File: config.mk
export PLATFORM = sky130hd
export DESIGN_NAME = xlat_walker
export DESIGN_NICKNAME = d
export VERILOG_FILES = /design/src/rtl/xlat_pkg.sv /design/src/rtl/xlat_desc_decode.sv /design/src/rtl/xlat_addr_gen.sv /design/src/rtl/xlat_perm_check.sv /design/src/rtl/xlat_walker.sv
export SDC_FILE = /design/constraint.sdc
export NUM_CORES = 1
export LEC_CHECK = 0
export BUFFER_PORTS_ARGS = -buffer_cell sky130_fd_sc_hd__clkbuf_2
export CAP_MARGIN = 20
export CORE_AREA = 2 2 112 196
export CTS_CLUSTER_DIAMETER = 40
export DETAILED_ROUTE_END_ITERATION = 10
export DIE_AREA = 0 0 114 198
export SLEW_MARGIN = 20
export SYNTH_ARGS = -nofsm -noshare
export SYNTH_HDL_FRONTEND = slang
export SYNTH_SLANG_ARGS = --single-unit
File: constraint.sdc
create_clock -name clk -period 3 [get_ports clk]
set_clock_uncertainty 0.15 [all_clocks]
set_input_delay 0.3 -clock clk [delete_from_list [all_inputs] [get_ports clk]]
set_output_delay 0.3 -clock clk [all_outputs]
set_load 0.02 [all_outputs]
File: src/rtl/xlat_pkg.sv
package xlat_pkg;

    localparam int VA_W      = 32;
    localparam int CTX_W     = 4;
    localparam int L1_W      = 8;
    localparam int L2_W      = 6;
    localparam int L3_W      = 6;
    localparam int OFF_W     = 12;
    localparam int L3_LSB    = OFF_W;
    localparam int L2_LSB    = L3_LSB + L3_W;
    localparam int L1_LSB    = L2_LSB + L2_W;
    localparam int IDX_W     = L1_W;
    localparam int DESC_W    = 32;
    localparam int TYPE_W    = 2;
    localparam int PTR_SHIFT = 4;
    localparam int ENT_SHIFT = 2;
    localparam int PA_W      = DESC_W + PTR_SHIFT;
    localparam int PPN_LSB   = 8;
    localparam int PPN_W     = DESC_W - PPN_LSB;
    localparam int BIT_C     = 7;
    localparam int BIT_M     = 6;
    localparam int BIT_R     = 5;
    localparam int ACC_LSB   = 2;
    localparam int ACC_W     = 3;

    typedef enum logic [1:0] {
        DT_INV  = 2'd0,
        DT_PTR  = 2'd1,
        DT_LEAF = 2'd2,
        DT_RSVD = 2'd3
    } dtype_e;

    typedef enum logic [3:0] {
        ST_IDLE, ST_CTX, ST_L1, ST_L2, ST_L3, ST_CHECK, ST_UPDATE, ST_DONE
    } wstate_e;

    typedef enum logic [1:0] {
        LV_CTX = 2'd0,
        LV_1   = 2'd1,
        LV_2   = 2'd2,
        LV_3   = 2'd3
    } flvl_e;

    typedef struct packed {
        logic r;
        logic w;
        logic x;
    } rights_t;

    // Rights granted by an access code in the given mode.
    function automatic rights_t rights_of(logic [ACC_W-1:0] code, logic user);
        rights_t u, s;
        case (code)
            3'd0: begin u = '{1'b1, 1'b0, 1'b0}; s = '{1'b1, 1'b0, 1'b0}; end
            3'd1: begin u = '{1'b1, 1'b1, 1'b0}; s = '{1'b1, 1'b1, 1'b0}; end
            3'd2: begin u = '{1'b1, 1'b0, 1'b1}; s = '{1'b1, 1'b0, 1'b1}; end
            3'd3: begin u = '{1'b1, 1'b1, 1'b1}; s = '{1'b1, 1'b1, 1'b1}; end
            3'd4: begin u = '{1'b0, 1'b0, 1'b1}; s = '{1'b0, 1'b0, 1'b1}; end
            3'd5: begin u = '{1'b1, 1'b0, 1'b0}; s = '{1'b1, 1'b1, 1'b0}; end
            3'd6: begin u = '{1'b0, 1'b0, 1'b0}; s = '{1'b1, 1'b0, 1'b1}; end
            default: begin u = '{1'b0, 1'b0, 1'b0}; s = '{1'b1, 1'b1, 1'b1}; end
        endcase
        return user ? u : s;
    endfunction

endpackage

File: src/rtl/xlat_desc_decode.sv
module xlat_desc_decode
    import xlat_pkg::*;
(
    input  logic [DESC_W-1:0] desc,
    output dtype_e            dtype,
    output logic [PA_W-1:0]   next_base
);
    always_comb begin
        dtype     = dtype_e'(desc[TYPE_W-1:0]);
        next_base = {desc[DESC_W-1:TYPE_W], {(TYPE_W + PTR_SHIFT){1'b0}}};
    end
endmodule

File: src/rtl/xlat_addr_gen.sv
module xlat_addr_gen
    import xlat_pkg::*;
(
    input  wstate_e                 state,
    input  logic [PA_W-1:0]         tbl_base,
    input  logic [CTX_W-1:0]        ctx,
    input  logic [VA_W-1:OFF_W]     vpn,
    output logic [PA_W-1:0]         addr
);
    logic [IDX_W-1:0] idx;

    always_comb begin
        case (state)
            ST_CTX:  idx = IDX_W'(ctx);
            ST_L1:   idx = IDX_W'(vpn[L1_LSB +: L1_W]);
            ST_L2:   idx = IDX_W'(vpn[L2_LSB +: L2_W]);
            default: idx = IDX_W'(vpn[L3_LSB +: L3_W]);
        endcase
        addr = tbl_base + PA_W'({idx, {ENT_SHIFT{1'b0}}});
    end
endmodule

File: src/rtl/xlat_perm_check.sv
module xlat_perm_check
    import xlat_pkg::*;
(
    input  logic [DESC_W-1:0] leaf,
    input  logic              is_user,
    input  logic              is_write,
    input  logic              is_exec,
    output logic              allow,
    output logic [DESC_W-1:0] new_leaf,
    output logic              changed
);
    rights_t rg;

    always_comb begin
        rg = rights_of(leaf[ACC_LSB +: ACC_W], is_user);
        if (is_write)     allow = rg.w;
        else if (is_exec) allow = rg.x;
        else              allow = rg.r;
        new_leaf        = leaf;
        new_leaf[BIT_R] = 1'b1;
        if (is_write) new_leaf[BIT_M] = 1'b1;
        changed = (new_leaf != leaf);
    end
endmodule

File: src/rtl/xlat_walker.sv
module xlat_walker
    import xlat_pkg::*;
(
    input  logic                 clk,
    input  logic                 rst,
    input  logic [DESC_W-1:0]    ctx_base,
    input  logic                 req_valid,
    output logic                 req_ready,
    input  logic [VA_W-1:0]      req_va,
    input  logic [CTX_W-1:0]     req_ctx,
    input  logic                 req_write,
    input  logic                 req_exec,
    input  logic                 req_user,
    output logic                 mem_req,
    output logic                 mem_we,
    output logic [PA_W-1:0]      mem_addr,
    output logic [DESC_W-1:0]    mem_wdata,
    input  logic [DESC_W-1:0]    mem_rdata,
    input  logic                 mem_ready,
    output logic                 resp_valid,
    output logic [PA_W-1:0]      resp_pa,
    output logic                 resp_cacheable,
    output logic                 resp_fault,
    output logic [1:0]           resp_fault_lvl
);
    wstate_e            state, nxt;
    logic [PA_W-1:0]    tbl_base;
    logic [VA_W-1:0]    va_q;
    logic [CTX_W-1:0]   ctx_q;
    logic               wr_q, ex_q, us_q;
    logic [DESC_W-1:0]  leaf_q;
    logic               fault_q;
    flvl_e              flvl_q, lvl_here;

    dtype_e             rd_type;
    logic [PA_W-1:0]    rd_base;
    logic               allow, changed;
    logic [DESC_W-1:0]  new_leaf;

    xlat_desc_decode i_dec (
        .desc      (mem_rdata),
        .dtype     (rd_type),
        .next_base (rd_base)
    );

    xlat_addr_gen i_agen (
        .state    (state),
        .tbl_base (tbl_base),
        .ctx      (ctx_q),
        .vpn      (va_q[VA_W-1:OFF_W]),
        .addr     (mem_addr)
    );

    xlat_perm_check i_perm (
        .leaf     (leaf_q),
        .is_user  (us_q),
        .is_write (wr_q),
        .is_exec  (ex_q),
        .allow    (allow),
        .new_leaf (new_leaf),
        .changed  (changed)
    );

    always_comb begin
        case (state)
            ST_L1:   lvl_here = LV_1;
            ST_L2:   lvl_here = LV_2;
            ST_L3:   lvl_here = LV_3;
            default: lvl_here = LV_CTX;
        endcase
    end

    always_comb begin
        nxt = state;
        case (state)
            ST_IDLE:   if (req_valid) nxt = ST_CTX;
            ST_CTX:    if (mem_ready) nxt = (rd_type == DT_PTR) ? ST_L1 : ST_DONE;
            ST_L1:     if (mem_ready) nxt = (rd_type == DT_PTR) ? ST_L2 : ST_DONE;
            ST_L2:     if (mem_ready) nxt = (rd_type == DT_PTR) ? ST_L3 : ST_DONE;
            ST_L3:     if (mem_ready) nxt = (rd_type == DT_LEAF) ? ST_CHECK : ST_DONE;
            ST_CHECK:  nxt = (allow && changed) ? ST_UPDATE : ST_DONE;
            ST_UPDATE: if (mem_ready) nxt = ST_DONE;
            ST_DONE:   nxt = ST_IDLE;
            default:   nxt = ST_IDLE;
        endcase
    end

    always_ff @(posedge clk) begin
        if (rst) begin
            state    <= ST_IDLE;
            tbl_base <= '0;
            va_q     <= '0;
            ctx_q    <= '0;
            wr_q     <= 1'b0;
            ex_q     <= 1'b0;
            us_q     <= 1'b0;
            leaf_q   <= '0;
            fault_q  <= 1'b0;
            flvl_q   <= LV_CTX;
        end else begin
            state <= nxt;
            case (state)
                ST_IDLE: if (req_valid) begin
                    va_q     <= req_va;
                    ctx_q    <= req_ctx;
                    wr_q     <= req_write;
                    ex_q     <= req_exec;
                    us_q     <= req_user;
                    tbl_base <= PA_W'(ctx_base);
                    fault_q  <= 1'b0;
                    flvl_q   <= LV_CTX;
                end
                ST_CTX, ST_L1, ST_L2: if (mem_ready) begin
                    if (rd_type == DT_PTR) begin
                        tbl_base <= rd_base;
                    end else begin
                        fault_q <= 1'b1;
                        flvl_q  <= lvl_here;
                    end
                end
                ST_L3: if (mem_ready) begin
                    if (rd_type == DT_LEAF) begin
                        leaf_q <= mem_rdata;
                    end else begin
                        fault_q <= 1'b1;
                        flvl_q  <= LV_3;
                    end
                end
                ST_CHECK: if (!allow) begin
                    fault_q <= 1'b1;
                    flvl_q  <= LV_3;
                end
                default: ;
            endcase
        end
    end

    always_comb begin
        req_ready      = (state == ST_IDLE);
        mem_req        = (state == ST_CTX) || (state == ST_L1) || (state == ST_L2) ||
                         (state == ST_L3)  || (state == ST_UPDATE);
        mem_we         = (state == ST_UPDATE);
        mem_wdata      = new_leaf;
        resp_valid     = (state == ST_DONE);
        resp_fault     = fault_q;
        resp_fault_lvl = flvl_q;
        resp_pa        = fault_q ? '0 : {leaf_q[DESC_W-1:PPN_LSB], va_q[OFF_W-1:0]};
        resp_cacheable = !fault_q && leaf_q[BIT_C];
    end

endmodule

### After elaboration in Yosys (flattened, before gate mapping)

Cells that the tools add are included.
Widths: inputs -> output; s select.

* memories kept: 0
* bits in read-only memories: 0
* word-level logic and storage cells: 97
* bits in writable memories: 0
* bits in latches: 0
* input bits: 107
* bits in registers: 114

* multiply operators: 0
* $add $sub $neg: 1
* $lt $le $gt $ge: 0
* divide/modulo/power cells: 0
* bitwise operators: 0
* equality and inequality tests: 27
* shifts and indexed selects: 0
* multiplexer cells: 39
* reductions and logical operators: 20

Operator list (count)
* $mux 36: 4
* $pmux 36 s2: 1
* $add 36x10->36: 1
* $pmux 4 s7: 1
* $mux 4: 6
* $pmux 8 s3: 1
* $ne 2x2->1 const B: 10
* $eq 4x3->1 const B: 4
* $mux 2: 8
* $pmux 3 s5: 1
* $pmux 3 s4: 1
* $mux 1: 10
* $eq 3x3->1 const B: 3
* $mux 3: 3
* $eq 4x2->1 const B: 2
* $pmux 2 s4: 1
* $reduce_and 7->1: 1
* $eq 3x2->1 const B: 2
* $reduce_and 6->1: 1
* $reduce_or 2->1: 3
* $eq 4x1->1 const B: 1
* $logic_not 4->1: 1
* $logic_or 1x1->1: 4
* $pmux 1 s4: 1
* other kinds (15): 16

### Longest topological paths before layout

Gate-level depths: netlist of run 1.

* depth after elaboration: 9
* mapped depth: 14

### Hierarchy

From an unflattened synthesis of run 1, not the netlist that was laid out.

* cells, all modules: 798
* area total of the unflattened synthesis: 6443.7 um^2

Modules (own cells, without submodules)
* xlat_walker: cells an instance 567, area each 4763.3 um^2, times used 1
* xlat_addr_gen: cells an instance 152, area each 1086.0 um^2, times used 1
* xlat_perm_check: cells an instance 40, area each 305.3 um^2, times used 1
* xlat_desc_decode: cells an instance 39, area each 289.0 um^2, times used 1

### Least setup slack after synthesis of run 1

Ideal clock, no wire load.

* kind: reg-to-output
* start point: register state[0]
* end point: output port mem_addr[18]
* cell stages (with the launch flop): 12
* required time: 2550 ps
* buffers on the path: 2
* data arrival time: 2855 ps
* slack: -305 ps
* path through: dfxtp_1 > buf_6 > mux2_2 > a22oi_1 > o21ai_0 > ha_1 > fa_1 > a211oi_1 > o211ai_1 > and4_1 > buf_2 > xor2_1

* word-level cells in the longest chain between the ends: 3

Ends and longest elaborated chain
* start: declaration: RTL line xlat_walker.sv:26 `wstate_e state, nxt;`
* start signal: assignment: RTL line xlat_walker.sv:101 `state <= nxt;`
* $eq 4x2->1 or $eq 4x1->1 (tied branches): RTL line xlat_addr_gen.sv:13 `case (state)`
* $pmux 8 s3 (*): RTL line xlat_addr_gen.sv:13
* $add 36x10->36 (*): RTL line xlat_addr_gen.sv:19 `addr = tbl_base + PA_W'({idx, {ENT_SHIFT{1'b0}}});`
* end: declaration: RTL line xlat_walker.sv:16 `output logic [PA_W-1:0] mem_addr,`

Mark *: on every way between the ends. The rest lies on a longest branch, timed or not.

### Worst setup path after layout of run 1

* start point: register state[0]
* end point: output port mem_addr[31]

Same word-level chain as after synthesis.

==> impl_metrics.xml, run 1 <==
<?xml version="1.0" encoding="UTF-8"?>
<metrics>
  <group name="global_routing">
    <metric name="grt_antenna_before_repair" unit="">0</metric>
    <metric name="wire_length_of_the_first_global_routing_pass" unit="µm">32500</metric>
    <metric name="globalRouteTotalUtil" unit="%">18.7</metric>
    <metric name="maximum_number_of_pins_on_one_net_before_global_route_repair" unit="">52</metric>
    <metric name="first_global_vias" unit="">6248</metric>
    <metric name="grt.overflow.total" unit="">0</metric>
  </group>
  <group name="critical_path">
    <metric name="slowest_stage" unit="">dfxtp_4</metric>
    <metric name="crit_arrival" unit="ps">2960</metric>
    <metric name="r2r_end" unit="">tbl_base[31]</metric>
    <metric name="setup.worst_path.end_class" unit="">output port</metric>
    <metric name="timing.critical_path.from" unit="">state[0]</metric>
    <metric name="crit_buf_inv" unit="">2</metric>
    <metric name="crit_path_max_incr_delay" unit="ps">390</metric>
    <metric name="cp-endpoint" unit="">mem_addr[31]</metric>
    <metric name="r2r-start" unit="">state[0]</metric>
    <metric name="timing.critical_path.fanout_max" unit="">7</metric>
    <metric name="r2r.worst_path.cells" unit="">7</metric>
    <metric name="worst_endpoint_required_time" unit="ps">2550</metric>
    <metric name="setup.worst_path.start_class" unit="">register</metric>
    <metric name="critical_path_cell_count" unit="">11</metric>
    <metric name="path_cells" unit="">buf_6 &gt; mux2_4 &gt; a22oi_2 &gt; o21ai_2 &gt; ha_1 &gt; a21oi_4 &gt; nor2_4 &gt; o2111a_2 &gt; o211ai_1 &gt; xnor2_2 &gt; clkbuf_8</metric>
    <metric name="path_class" unit="">reg -&gt; out</metric>
    <metric name="critPathTopFamily" unit="">compound AO/OA/AOI/OAI gates</metric>
    <metric name="regToRegSetupSlack" unit="ps">350</metric>
  </group>
  <group name="timing">
    <metric name="maxSlewViolCount" unit="">0</metric>
    <metric name="final-hold-violation-count" unit="">0</metric>
    <metric name="final_period_minus_worst_setup_slack" unit="ps">3410</metric>
    <metric name="fin_crit_sh" unit="%">114</metric>
    <metric name="maxSlewHeadroom" unit="%">31.0</metric>
    <metric name="worst-slew-pin-transition" unit="ps">1030</metric>
    <metric name="report.final.setup_viol" unit="">31</metric>
    <metric name="fin_ws" unit="ps">-406</metric>
    <metric name="unrepaired_setup_endpoints_after_global_routing" unit="">yes</metric>
    <metric name="max_freq" unit="MHz">294</metric>
    <metric name="final.setup.tns" unit="ps">-9760</metric>
  </group>
  <group name="final_layout">
    <metric name="area_delta_synth_final" unit="%">51.4</metric>
    <metric name="final_layout_size_suffix_gt1_share" unit="%">35.7</metric>
    <metric name="final_core_util" unit="%">44.4</metric>
    <metric name="final_cell_area" unit="µm²">9390</metric>
    <metric name="nets" unit="">1177</metric>
  </group>
  <group name="die">
    <metric name="die-width" unit="µm">114</metric>
    <metric name="floorplan.die.height" unit="µm">198</metric>
    <metric name="ios" unit="">219</metric>
    <metric name="area_inside_the_core_boundary" unit="µm²">21100</metric>
    <metric name="start_util" unit="%">29.3</metric>
    <metric name="die_area" unit="µm²">22600</metric>
    <metric name="floorplan.rows" unit="">71</metric>
  </group>
  <group name="yosys">
    <metric name="synthMostInstantiatedCell" unit="">nand2_1</metric>
    <metric name="area_share_of_the_largest_cell_type_after_synthesis" unit="%">36.5</metric>
    <metric name="synth_top_cells_by_area" unit="">dfxtp_1 (36%), nand2_1 (9.8%), a21oi_1 (7.5%)</metric>
    <metric name="share_of_flip_flops_with_an_asynchronous_set_or_reset" unit="%">0</metric>
    <metric name="number_of_instances_in_the_synthesized_netlist" unit="">780</metric>
    <metric name="post_synth_edffs" unit="">0</metric>
    <metric name="synth_ff_type" unit="">dfxtp_1</metric>
    <metric name="postSynthAreaPerCell" unit="µm²">7.95</metric>
    <metric name="synth.cells.most_frequent" unit="">nand2_1 (162), dfxtp_1 (113), a21oi_1 (93)</metric>
    <metric name="mappedNetlistArea" unit="µm²">6200</metric>
    <metric name="sequential_fraction_of_the_synthesis_area" unit="%">36.5</metric>
    <metric name="mappedNetlistNets" unit="">904</metric>
    <metric name="cell_type_contributing_the_most_total_cell_area_after_synthesis" unit="">dfxtp_1</metric>
    <metric name="synth.distinct_cells" unit="">56</metric>
    <metric name="yosys_register_bits" unit="">113</metric>
    <metric name="yosys_warnings" unit="">0</metric>
  </group>
  <group name="place">
    <metric name="detailedPlace.worstSlack" unit="ps">-261</metric>
    <metric name="port_buffers" unit="">217</metric>
    <metric name="placed_area" unit="µm²">7490</metric>
    <metric name="gp_congestion" unit="">0.851</metric>
    <metric name="dp_hpwl" unit="µm">15200</metric>
  </group>
  <group name="route">
    <metric name="first_pass_iters" unit="">4</metric>
    <metric name="via_count_normalized_by_instance_count" unit="">4.81</metric>
    <metric name="wl_per_cell" unit="µm">16.3</metric>
    <metric name="routed_wirelength" unit="µm">21500</metric>
    <metric name="dr_total_vias" unit="">6361</metric>
    <metric name="detailedRoute.firstIterationViolations" unit="">181</metric>
    <metric name="drc_errors" unit="">0</metric>
    <metric name="postRouteAntennaNets" unit="">0</metric>
  </group>
  <group name="pwr">
    <metric name="power.share.clock" unit="%">38.0</metric>
    <metric name="pwr-share-comb" unit="%">28.1</metric>
    <metric name="netSwitchingFraction" unit="%">32.0</metric>
    <metric name="seqPwrFrac" unit="%">33.9</metric>
    <metric name="switchingPower" unit="mW">1.71</metric>
    <metric name="p_per_area" unit="nW/µm²">570</metric>
    <metric name="leakage_power_total" unit="nW">4.16</metric>
    <metric name="power.ir.vdd_worst" unit="µV">378</metric>
    <metric name="cell_internal_pwr" unit="mW">3.64</metric>
  </group>
  <group name="clock_network">
    <metric name="cts_max_path_buffers" unit="">2</metric>
    <metric name="cts.htree.levels" unit="">4</metric>
    <metric name="clock_sink_count" unit="">113</metric>
    <metric name="cts-buffers-inserted" unit="">17</metric>
    <metric name="cts_root_buf" unit="">clkbuf_16</metric>
    <metric name="cts_tree" unit="">yes</metric>
    <metric name="insertion_delay" unit="ps">420</metric>
    <metric name="clkTransAtPathRegs" unit="ps">60</metric>
  </group>
  <group name="run_status">
    <metric name="violations" unit="">negative setup slack</metric>
    <metric name="outcome" unit="">finished, violations left</metric>
  </group>
  <group name="hold_path">
    <metric name="hp-class" unit="">in -&gt; reg</metric>
  </group>
  <group name="job">
    <metric name="cap_violations" unit="">0</metric>
  </group>
</metrics>
==> logic make-up after synthesis <==
| kind of cell | Yosys count | share of synthesized area, % |
|---|---|---|
| compound gates | 181 | 17.9 |
| xor+xnor | 32 | 4.52 |
| fa+ha+maj | 17 | 3.55 |
| buf+inv | 95 | 9.06 |
| flops | 113 | 36.5 |
| mux | 32 | 5.25 |
| other cells | 1 | 0.0605 |
| simple gates | 309 | 23.2 |
==> layout make-up <==
type	count	area, µm²
Antenna cell	1	2.50
Clock buffer	20	447
Clock inverter	12	140
Fill cell	2140	11800
Inverter	9	33.8
Multi-Input combinational cell	574	3810
Sequential cell	113	2270
Tap cell	255	319
Timing Repair Buffer	338	2370
==> registers in the layout, indices dropped and copies added, names as in the netlist <==
name / count
wr_q: 1
ex_q: 1
leaf_q: 32
us_q: 1
va_q: 32
tbl_base: 36
state: 3
resp_fault: 1
ctx_q: 4
resp_fault_lvl: 2
==> tightest hold or removal path: cells and delay by family <==
kind | cells | cell delay, ps
AO/OA/AOI/OAI | 1 | 50
buffers and inverters | 1 | 120
AND/OR/NAND/NOR | 1 | 60
==> layout by cell type, fill, tap and decap left out, types with 5 or more instances in the layout <==
master and instances:
and3_1 7, o21ai_1 6, clkbuf_16 17, inv_1 7, clkbuf_8 15, nor3_1 5, clkinv_2 7, xnor2_1 12
o21ai_2 7, clkbuf_2 185, o211ai_1 5, nand4_1 5, o21ai_0 8, nand3_1 10, nand2_1 159, dfxtp_1 110
dlygate4sd3_1 74, nor2_1 47, buf_6 6, a21oi_2 5, ha_1 10, xnor2_2 14, a21oi_1 87, a211oi_1 28
mux2i_1 28, nor2b_1 39, buf_4 59
==> metal layers <==
layer  vias up  share of wire, %  routed length, µm  track usage, %
li1       3178                 -                  -               -
met1      2991                38               8250            19.4
met2       164                56              12000            36.2
met3        28               3.2                694            3.15
met4         0               2.8                595            7.99
met5         -                 0                  0               0
==> power by group through the flow <==
stage | sequential [mW] | combinational, mW | clock (mW)
floorplan | 1.78 | 0.884 | 0
global placement | 1.84 | 1.26 | 0
detailed placement | 1.84 | 1.27 | 0
CTS | 1.81 | 1.45 | 2.08
global route | 1.83 | 1.63 | 2.14
finish | 1.81 | 1.50 | 2.04
==> what timing repair did <==
item | 4_1_cts | 5_1_grt
gates resized for setup | 73 | 63
pin swaps | 31 | 28
endpoints found under the setup margin | 31 | 32
hold endpoints to repair | 75 | 0
cloned | 1 | 1
buffers inserted | 7 | 6
hold buffers | 74 | 0
==> stage by stage <==
| stage | power (mW) | hold slack (ps) | std cells |
|---|---|---|---|
| 6_report | 5.35 | 22.2 | 1322 |
| 5_1_grt | 5.60 | 29.5 | 1321 |
| 4_1_cts | 5.34 | 5.18 | 1314 |
| 3_5_place_dp | 3.11 | 292 | 1200 |
| 3_3_place_gp | 3.10 | 287 | 1200 |
| 2_1_floorplan | 2.66 | 282 | 780 |
==> worst min path at each step <==
stage	from	to	slack, ps	cells past startpoint
finish	mem_rdata[4]	leaf_q[4]	20	3
global route	mem_rdata[4]	leaf_q[4]	30	3
CTS	mem_rdata[4]	leaf_q[4]	5	3
detailed placement	va_q[9]	va_q[9]	290	2
global placement	va_q[5]	va_q[5]	290	2
floorplan	va_q[0]	va_q[0]	280	2
(Power assumes the default switching activity.)
==> inputs of run 2 (changes only) <==
--- a/config.mk
+++ b/config.mk
@@ -11,6 +11,7 @@
 export CTS_CLUSTER_DIAMETER = 40
 export DETAILED_ROUTE_END_ITERATION = 10
 export DIE_AREA = 0 0 114 198
+export REMOVE_ABC_BUFFERS = 1
 export SLEW_MARGIN = 20
 export SYNTH_ARGS = -nofsm -noshare
 export SYNTH_HDL_FRONTEND = slang
==> constraint.sdc (replaced) <==
create_clock -name clk -period 3.5 [get_ports clk]
set_clock_uncertainty 0.15 [all_clocks]
set_input_delay 0.35 -clock clk [delete_from_list [all_inputs] [get_ports clk]]
set_output_delay 0.35 -clock clk [all_outputs]
set_load 0.02 [all_outputs]
==> run 2 against run 1 <==
Net effect:
- the run now ends clean
- die area stayed put
- via count fell by 5.8%
- register-to-register slack gained 720 ps
- worst setup slack improved by 480 ps
- critical path depth stayed put
- core utilization shrank 4.9 points
- non-clock buffer count down 69
- design area is 11% lower
- final cell count shrank 5.5%
- hold slack worse by 8.1 ps
- sequential share of layout area is 3.1 points higher
- first-iteration DRC count is 65% higher
- critical path type unchanged
- largest cell class unchanged
==> impl_metrics.xml, run 2 (synthesis results as in run 1) <==
<?xml version="1.0" encoding="UTF-8"?>
<metrics>
  <group name="die">
    <metric name="floorplan.rows" unit="">71</metric>
    <metric name="ios" unit="">219</metric>
    <metric name="floorplan.die.height" unit="µm">198</metric>
    <metric name="die_area" unit="µm²">22600</metric>
    <metric name="die-width" unit="µm">114</metric>
    <metric name="start_util" unit="%">29.3</metric>
    <metric name="area_inside_the_core_boundary" unit="µm²">21100</metric>
  </group>
  <group name="critical_path">
    <metric name="path_class" unit="">reg -&gt; out</metric>
    <metric name="r2r.worst_path.cells" unit="">8</metric>
    <metric name="r2r-start" unit="">state[0]</metric>
    <metric name="crit_arrival" unit="ps">2920</metric>
    <metric name="regToRegSetupSlack" unit="ps">1070</metric>
    <metric name="timing.critical_path.fanout_max" unit="">7</metric>
    <metric name="worst_endpoint_required_time" unit="ps">3000</metric>
    <metric name="setup.worst_path.end_class" unit="">output port</metric>
    <metric name="setup.worst_path.start_class" unit="">register</metric>
    <metric name="r2r_end" unit="">tbl_base[32]</metric>
  </group>
  <group name="clock_network">
    <metric name="clock_sink_count" unit="">113</metric>
    <metric name="cts_tree" unit="">yes</metric>
    <metric name="cts_max_path_buffers" unit="">2</metric>
    <metric name="cts-buffers-inserted" unit="">17</metric>
    <metric name="cts_root_buf" unit="">clkbuf_16</metric>
    <metric name="clkTransAtPathRegs" unit="ps">50</metric>
    <metric name="cts.htree.levels" unit="">4</metric>
    <metric name="insertion_delay" unit="ps">410</metric>
  </group>
  <group name="timing">
    <metric name="unrepaired_setup_endpoints_after_global_routing" unit="">yes</metric>
    <metric name="fin_ws" unit="ps">76.9</metric>
    <metric name="fin_crit_sh" unit="%">97.8</metric>
    <metric name="hold-worst-slack" unit="ps">14.2</metric>
    <metric name="final-hold-violation-count" unit="">0</metric>
    <metric name="worst-slew-pin-transition" unit="ps">888</metric>
    <metric name="maxSlewViolCount" unit="">0</metric>
    <metric name="maxSlewHeadroom" unit="%">40.8</metric>
    <metric name="final_period_minus_worst_setup_slack" unit="ps">3420</metric>
    <metric name="report.final.setup_viol" unit="">0</metric>
    <metric name="max_freq" unit="MHz">292</metric>
  </group>
  <group name="final_layout">
    <metric name="nets" unit="">1107</metric>
    <metric name="registers.top_by_ff_count" unit="">tbl_base</metric>
    <metric name="layout_top_registers" unit="">tbl_base (36), leaf_q (32), va_q (32)</metric>
    <metric name="area_delta_synth_final" unit="%">34.7</metric>
    <metric name="diodes" unit="">0</metric>
    <metric name="final_layout_size_suffix_gt1_share" unit="%">32.9</metric>
    <metric name="layout.cells.most_common_list" unit="">clkbuf_2 (202), nand2_1 (161), dfxtp_1 (109)</metric>
    <metric name="num-fill-cells" unit="">2239</metric>
    <metric name="max_ffs_per_register" unit="">36</metric>
    <metric name="layout.cells.most_common" unit="">clkbuf_2</metric>
  </group>
  <group name="pwr">
    <metric name="seqPwrFrac" unit="%">35.9</metric>
    <metric name="switchingPower" unit="mW">1.42</metric>
    <metric name="pwr-share-comb" unit="%">25.7</metric>
    <metric name="power.share.clock" unit="%">38.4</metric>
    <metric name="power.ir.vdd_worst" unit="µV">206</metric>
    <metric name="totalPowerFinal" unit="mW">4.35</metric>
    <metric name="p_per_area" unit="nW/µm²">521</metric>
    <metric name="cell_internal_pwr" unit="mW">2.93</metric>
    <metric name="netSwitchingFraction" unit="%">32.7</metric>
    <metric name="leakage_power_total" unit="nW">3.63</metric>
  </group>
  <group name="place">
    <metric name="detailedPlace.worstSlack" unit="ps">-46.7</metric>
    <metric name="gp_congestion" unit="">0.862</metric>
    <metric name="dp_hpwl" unit="µm">14300</metric>
    <metric name="port_buffers" unit="">217</metric>
  </group>
  <group name="hold_path">
    <metric name="hp-class" unit="">in -&gt; reg</metric>
    <metric name="hold_path_depth" unit="">3</metric>
    <metric name="worstHoldStart" unit="">req_va[10]</metric>
    <metric name="min_to" unit="">va_q[10]</metric>
  </group>
  <group name="route">
    <metric name="postRouteAntennaNets" unit="">0</metric>
    <metric name="routed_wirelength" unit="µm">19800</metric>
    <metric name="wl_per_cell" unit="µm">15.9</metric>
    <metric name="dr_total_vias" unit="">5994</metric>
    <metric name="via_count_normalized_by_instance_count" unit="">4.80</metric>
    <metric name="detailedRoute.firstIterationViolations" unit="">299</metric>
    <metric name="drc_errors" unit="">0</metric>
    <metric name="first_pass_iters" unit="">5</metric>
  </group>
  <group name="global_routing">
    <metric name="first_global_vias" unit="">5740</metric>
    <metric name="maximum_number_of_pins_on_one_net_before_global_route_repair" unit="">66</metric>
    <metric name="wire_length_of_the_first_global_routing_pass" unit="µm">30200</metric>
    <metric name="grt.overflow.total" unit="">0</metric>
    <metric name="grt_antenna_before_repair" unit="">1</metric>
    <metric name="globalRouteTotalUtil" unit="%">17.3</metric>
  </group>
  <group name="run_status">
    <metric name="outcome" unit="">complete, no violations</metric>
  </group>
  <group name="job">
    <metric name="cap_violations" unit="">0</metric>
  </group>
</metrics>
==> run 2: cell types whose count changed in the layout (fill, tap and decap cells not counted), moves of 4 or more <==
cell,delta
clkinv_2,-4
a21oi_1,+4
buf_6,-4
dlygate4sd3_1,-49
a21oi_2,-4
buf_4,-23
xnor2_2,-14
clkbuf_2,+17
clkbuf_8,-14
xnor2_1,+14
==> run 2: power by group through the flow <==
| stage | clock, mW | sequential (mW) | combinational [mW] |
|---|---|---|---|
| after detailed placement | 0 | 1.58 | 1.01 |
| after CTS | 1.72 | 1.56 | 1.06 |
| final | 1.67 | 1.56 | 1.12 |
| after global placement | 0 | 1.58 | 1.00 |
| after floorplan | 0 | 1.56 | 0.613 |
| after global routing | 1.77 | 1.58 | 1.22 |
==> run 2: critical path, stage by stage (launching register included) <==
cell and delay [ps]:
dfxtp_4 400, mux2_4 310, a22oi_2 140, o21ai_2 70, ha_2 200, fa_2 380, a211oi_2 220, o211ai_1 140
and4_4 220, nand4_1 120, xnor2_1 130, buf_4 160
==> run 2: final cells by class <==
| type | count | area [µm²] | share of cell area, % |
|---|---|---|---|
| multi-input cells | 573 | 3570 | 42.7 |
| flip-flops and latches | 113 | 2270 | 27.2 |
| repair buffers | 269 | 1590 | 19.1 |
| clock buffers | 20 | 447 | 5.35 |
| well taps | 255 | 319 | 3.82 |
| clock inverters | 10 | 114 | 1.36 |
| inverters | 9 | 33.8 | 0.405 |
==> run 2: worst max-delay path by stage <==
stage,from,end,slack (ps),cells after the start
2_1_floorplan,state[0],tbl_base[32],-540,5
4_1_cts,state[0],mem_addr[23],1,10
3_3_place_gp,state[0],mem_addr[26],60,11
5_1_grt,state[0],mem_addr[23],-60,10
3_5_place_dp,state[0],mem_addr[32],-50,11
6_report,state[0],mem_addr[32],80,11
==> run 2: metal layers <==
metal / vias to the layer above / part of all wire, % / global-route usage, %
met4: 2 / 3.0 / 7.36
li1: 3032 / - / -
met5: - / 0.066 / 0
met1: 2758 / 39 / 19.1
met3: 33 / 3.6 / 3.12
met2: 169 / 54 / 32.1
==> run 2: stage by stage <==
step	instance area (µm²)	utilization (%)	setup TNS [ps]	instances
CTS	8150	38.5	0	1242
global placement	7220	34.2	0	1183
floorplan	5670	-	-12080	694
finish	8350	39.5	0	1249
global route	8350	39.5	-296	1249
detailed placement	7220	34.2	-98.9	1183
==> run 2: what timing repair did <==
action                     in CTS  in global routing
hold endpoints to repair       25                  0
pin swaps                       6                 16
setup endpoints to repair      28                 27
hold buffers                   25                  0
setup buffers                   3                  7
resized for setup              34                 50
cloned                          1                  0
==> inputs of run 3 (changes only) <==
--- a/config.mk
+++ b/config.mk
@@ -5,12 +5,13 @@
 export SDC_FILE = /design/constraint.sdc
 export NUM_CORES = 1
 export LEC_CHECK = 0
+export ABC_AREA = 1
 export BUFFER_PORTS_ARGS = -buffer_cell sky130_fd_sc_hd__clkbuf_2
 export CAP_MARGIN = 20
-export CORE_AREA = 2 2 112 196
+export CORE_AREA = 2 2 113 198
 export CTS_CLUSTER_DIAMETER = 40
 export DETAILED_ROUTE_END_ITERATION = 10
-export DIE_AREA = 0 0 114 198
+export DIE_AREA = 0 0 115 200
 export REMOVE_ABC_BUFFERS = 1
 export SLEW_MARGIN = 20
 export SYNTH_ARGS = -nofsm -noshare
==> run 3 against run 2 <==
Net effect:
- the run now ends with negative setup slack left
- critical path type unchanged
- largest cell class unchanged
- hold slack better by 6.9 ps
- design area increased by 6.8%
- largest power group is now combinational cells
- sequential power grew 31%
==> impl_metrics.xml, run 3 <==
<?xml version="1.0" encoding="UTF-8"?>
<metrics>
  <group name="yosys">
    <metric name="synth_top_cells_by_area" unit="">dfxtp_1 (36%), nand2_1 (8.3%), nor2_1 (6.7%)</metric>
    <metric name="sequential_fraction_of_the_synthesis_area" unit="%">35.6</metric>
    <metric name="yosys_register_bits" unit="">113</metric>
    <metric name="post_synth_edffs" unit="">0</metric>
    <metric name="mappedNetlistArea" unit="µm²">6350</metric>
    <metric name="cell_type_contributing_the_most_total_cell_area_after_synthesis" unit="">dfxtp_1</metric>
    <metric name="yosys_warnings" unit="">0</metric>
    <metric name="area_share_of_the_largest_cell_type_after_synthesis" unit="%">35.6</metric>
    <metric name="number_of_instances_in_the_synthesized_netlist" unit="">912</metric>
    <metric name="synth.distinct_cells" unit="">44</metric>
    <metric name="postSynthAreaPerCell" unit="µm²">6.96</metric>
    <metric name="synth.cells.most_frequent" unit="">nand2_1 (141), dfxtp_1 (113), nor2_1 (113)</metric>
    <metric name="synth_ff_type" unit="">dfxtp_1</metric>
    <metric name="synthMostInstantiatedCell" unit="">nand2_1</metric>
    <metric name="share_of_flip_flops_with_an_asynchronous_set_or_reset" unit="%">0</metric>
  </group>
  <group name="global_routing">
    <metric name="grt.overflow.total" unit="">0</metric>
    <metric name="grt_antenna_before_repair" unit="">0</metric>
    <metric name="wire_length_of_the_first_global_routing_pass" unit="µm">32500</metric>
    <metric name="first_global_vias" unit="">6310</metric>
    <metric name="maximum_number_of_pins_on_one_net_before_global_route_repair" unit="">53</metric>
    <metric name="globalRouteTotalUtil" unit="%">18.7</metric>
  </group>
  <group name="final_layout">
    <metric name="nets" unit="">1249</metric>
    <metric name="layout_top_registers" unit="">tbl_base (36), leaf_q (32), va_q (32)</metric>
    <metric name="layout.cells.most_common" unit="">clkbuf_2</metric>
    <metric name="registers.top_by_ff_count" unit="">tbl_base</metric>
    <metric name="num-fill-cells" unit="">2240</metric>
    <metric name="layout.cells.most_common_list" unit="">clkbuf_2 (191), nand2_1 (135), dfxtp_1 (109)</metric>
    <metric name="layoutNonFillerInstCount" unit="">1393</metric>
    <metric name="max_ffs_per_register" unit="">36</metric>
    <metric name="area_delta_synth_final" unit="%">40.4</metric>
    <metric name="final_layout_size_suffix_gt1_share" unit="%">33.8</metric>
    <metric name="final_core_util" unit="%">41.8</metric>
    <metric name="diodes" unit="">0</metric>
  </group>
  <group name="run_status">
    <metric name="outcome" unit="">finished, violations left</metric>
    <metric name="violations" unit="">negative setup slack</metric>
  </group>
  <group name="critical_path">
    <metric name="r2r-start" unit="">state[0]</metric>
    <metric name="setup.worst_path.end_class" unit="">output port</metric>
    <metric name="setup.worst_path.start_class" unit="">register</metric>
    <metric name="timing.critical_path.mode_cell" unit="">buf_6</metric>
    <metric name="path_cells" unit="">buf_6 &gt; nor3_4 &gt; inv_2 &gt; o221ai_2 &gt; o21ai_1 &gt; inv_1 &gt; ha_4 &gt; a21o_1 &gt; a21boi_2 &gt; o21ai_4 &gt; a21oi_4 &gt; buf_6 &gt; nor2_4 &gt; buf_6 &gt; nand3_2 &gt; nand2_1 &gt; nand2_1 &gt; buf_6</metric>
    <metric name="timing.critical_path.fanout_max" unit="">6</metric>
    <metric name="crit_arrival" unit="ps">3090</metric>
    <metric name="timing.critical_path.from" unit="">state[0]</metric>
    <metric name="crit_path_max_incr_delay" unit="ps">360</metric>
    <metric name="regToRegSetupSlack" unit="ps">920</metric>
    <metric name="path_class" unit="">reg -&gt; out</metric>
    <metric name="worst_endpoint_required_time" unit="ps">3000</metric>
    <metric name="slowest_stage" unit="">dfxtp_4</metric>
  </group>
  <group name="pwr">
    <metric name="p_per_area" unit="nW/µm²">895</metric>
    <metric name="pwr-share-comb" unit="%">49.9</metric>
    <metric name="totalPowerFinal" unit="mW">7.98</metric>
    <metric name="power.share.clock" unit="%">24.4</metric>
    <metric name="seqPwrFrac" unit="%">25.6</metric>
    <metric name="switchingPower" unit="mW">3.53</metric>
    <metric name="power.ir.vdd_worst" unit="µV">382</metric>
    <metric name="leakage_power_total" unit="nW">4.03</metric>
    <metric name="netSwitchingFraction" unit="%">44.2</metric>
    <metric name="cell_internal_pwr" unit="mW">4.46</metric>
  </group>
  <group name="timing">
    <metric name="fin_ws" unit="ps">-87.9</metric>
    <metric name="maxSlewViolCount" unit="">0</metric>
    <metric name="final_period_minus_worst_setup_slack" unit="ps">3590</metric>
    <metric name="maxSlewHeadroom" unit="%">39.3</metric>
    <metric name="fin_crit_sh" unit="%">103</metric>
    <metric name="unrepaired_setup_endpoints_after_global_routing" unit="">yes</metric>
    <metric name="report.final.setup_viol" unit="">11</metric>
    <metric name="worst-slew-pin-transition" unit="ps">909</metric>
    <metric name="hold-worst-slack" unit="ps">21.1</metric>
    <metric name="max_freq" unit="MHz">279</metric>
    <metric name="final-hold-violation-count" unit="">0</metric>
    <metric name="final.setup.tns" unit="ps">-509</metric>
  </group>
  <group name="hold_path">
    <metric name="worstHoldStart" unit="">ctx_base[18]</metric>
    <metric name="hp-class" unit="">in -&gt; reg</metric>
  </group>
  <group name="die">
    <metric name="die_area" unit="µm²">23000</metric>
    <metric name="floorplan.rows" unit="">71</metric>
    <metric name="ios" unit="">219</metric>
    <metric name="floorplan.die.height" unit="µm">200</metric>
    <metric name="die-width" unit="µm">115</metric>
    <metric name="start_util" unit="%">29.8</metric>
    <metric name="area_inside_the_core_boundary" unit="µm²">21300</metric>
  </group>
  <group name="route">
    <metric name="wl_per_cell" unit="µm">15.6</metric>
    <metric name="routed_wirelength" unit="µm">21800</metric>
    <metric name="dr_total_vias" unit="">6720</metric>
    <metric name="postRouteAntennaNets" unit="">0</metric>
    <metric name="detailedRoute.firstIterationViolations" unit="">269</metric>
    <metric name="via_count_normalized_by_instance_count" unit="">4.82</metric>
    <metric name="drc_errors" unit="">0</metric>
    <metric name="first_pass_iters" unit="">5</metric>
  </group>
  <group name="place">
    <metric name="post-place-cells" unit="">1323</metric>
    <metric name="dp_hpwl" unit="µm">16100</metric>
    <metric name="port_buffers" unit="">217</metric>
    <metric name="gp_congestion" unit="">0.932</metric>
  </group>
  <group name="clock_network">
    <metric name="clock_sink_count" unit="">113</metric>
    <metric name="cts_tree" unit="">yes</metric>
    <metric name="cts-buffers-inserted" unit="">17</metric>
    <metric name="cts.htree.levels" unit="">4</metric>
    <metric name="cts_root_buf" unit="">clkbuf_16</metric>
    <metric name="clkTransAtPathRegs" unit="ps">60</metric>
    <metric name="cts_max_path_buffers" unit="">2</metric>
    <metric name="insertion_delay" unit="ps">430</metric>
  </group>
  <group name="job">
    <metric name="cap_violations" unit="">0</metric>
  </group>
</metrics>
run 3: changes by cell type after synthesis, sizes merged, moves of 19 or more:
cell / previous run / this run
o21ai: 23 / 117
a31oi: 4 / 23
xnor2: 26 / 7
a211oi: 30 / 0
nor2: 50 / 121
nand2: 162 / 142
inv: 9 / 116
nor2b: 40 / 0
mux2i: 28 / 0
run 3: cell type report:
cell class	instances	area, µm²	share of cell area (%)
Tap cell	255	319	3.58
Clock buffer	19	453	5.08
Inverter	117	442	4.96
Clock inverter	13	208	2.33
Sequential cell	113	2270	25.5
Timing Repair Buffer	272	1690	19.0
Multi-Input combinational cell	604	3520	39.5
run 3: layer usage:
layer  vias up  global-route usage (%)  part of all wire (%)
li1       3368                       -                     -
met1      3116                    19.9                    39
met2       197                    34.4                    54
met3        39                    4.20                   4.1
met4         0                    8.97                   3.3
met5         -                       0                     0
run 3: timing repair:
item                                    in CTS  in global routing
setup buffers                               15                  7
endpoints found under the hold margin       16                  0
hold buffers                                16                  0
resized for setup                           51                 92
pin swaps                                   22                 28
endpoints found under the setup margin      29                 26
run 3: per-stage QoR:
step | setup slack [ps] | instance area (µm²)
floorplan | -329 | 5890
global placement | 51.6 | 7450
detailed placement | -82.1 | 7450
CTS | -60.6 | 8570
global route | -289 | 8910
finish | -87.9 | 8910
run 3: kinds of logic (layout without fill, tap and decap cells):
logic type      after synthesis  in the layout  synth area share, %
simple gates                313            313                 20.8
compound gates              245            245                 22.0
xor+xnor                     28             28                 3.86
flops                       113            113                 35.6
fa+ha+maj                    17             17                 3.47
other cells                   1              1               0.0591
buf+inv                     195            421                 14.2
run 3: worst paths after layout:
path | to | cells past startpoint
worst min register to register | va_q[11] | 2
worst min-delay path | tbl_base[18] | 3
worst max-delay path | mem_addr[32] | 18
worst max register to register | tbl_base[17] | 11
run 3: critical path: cells and delay by family, from the launching register on:
family / cells / cell delay (ps)
AOI/OAI and AO/OA: 6 / 920
DFF: 1 / 360
buffers and inverters: 6 / 710
and+or+nand+nor: 5 / 460
adders and majority gates: 1 / 210
run 3: power groups by stage:
stage	registers, mW	logic [mW]	clock network [mW]
after floorplan	1.95	2.09	0
after global placement	2.04	3.28	0
after detailed placement	2.04	3.30	0
after CTS	2.04	3.69	2.00
after global routing	2.09	4.33	2.04
final	2.04	3.98	1.95
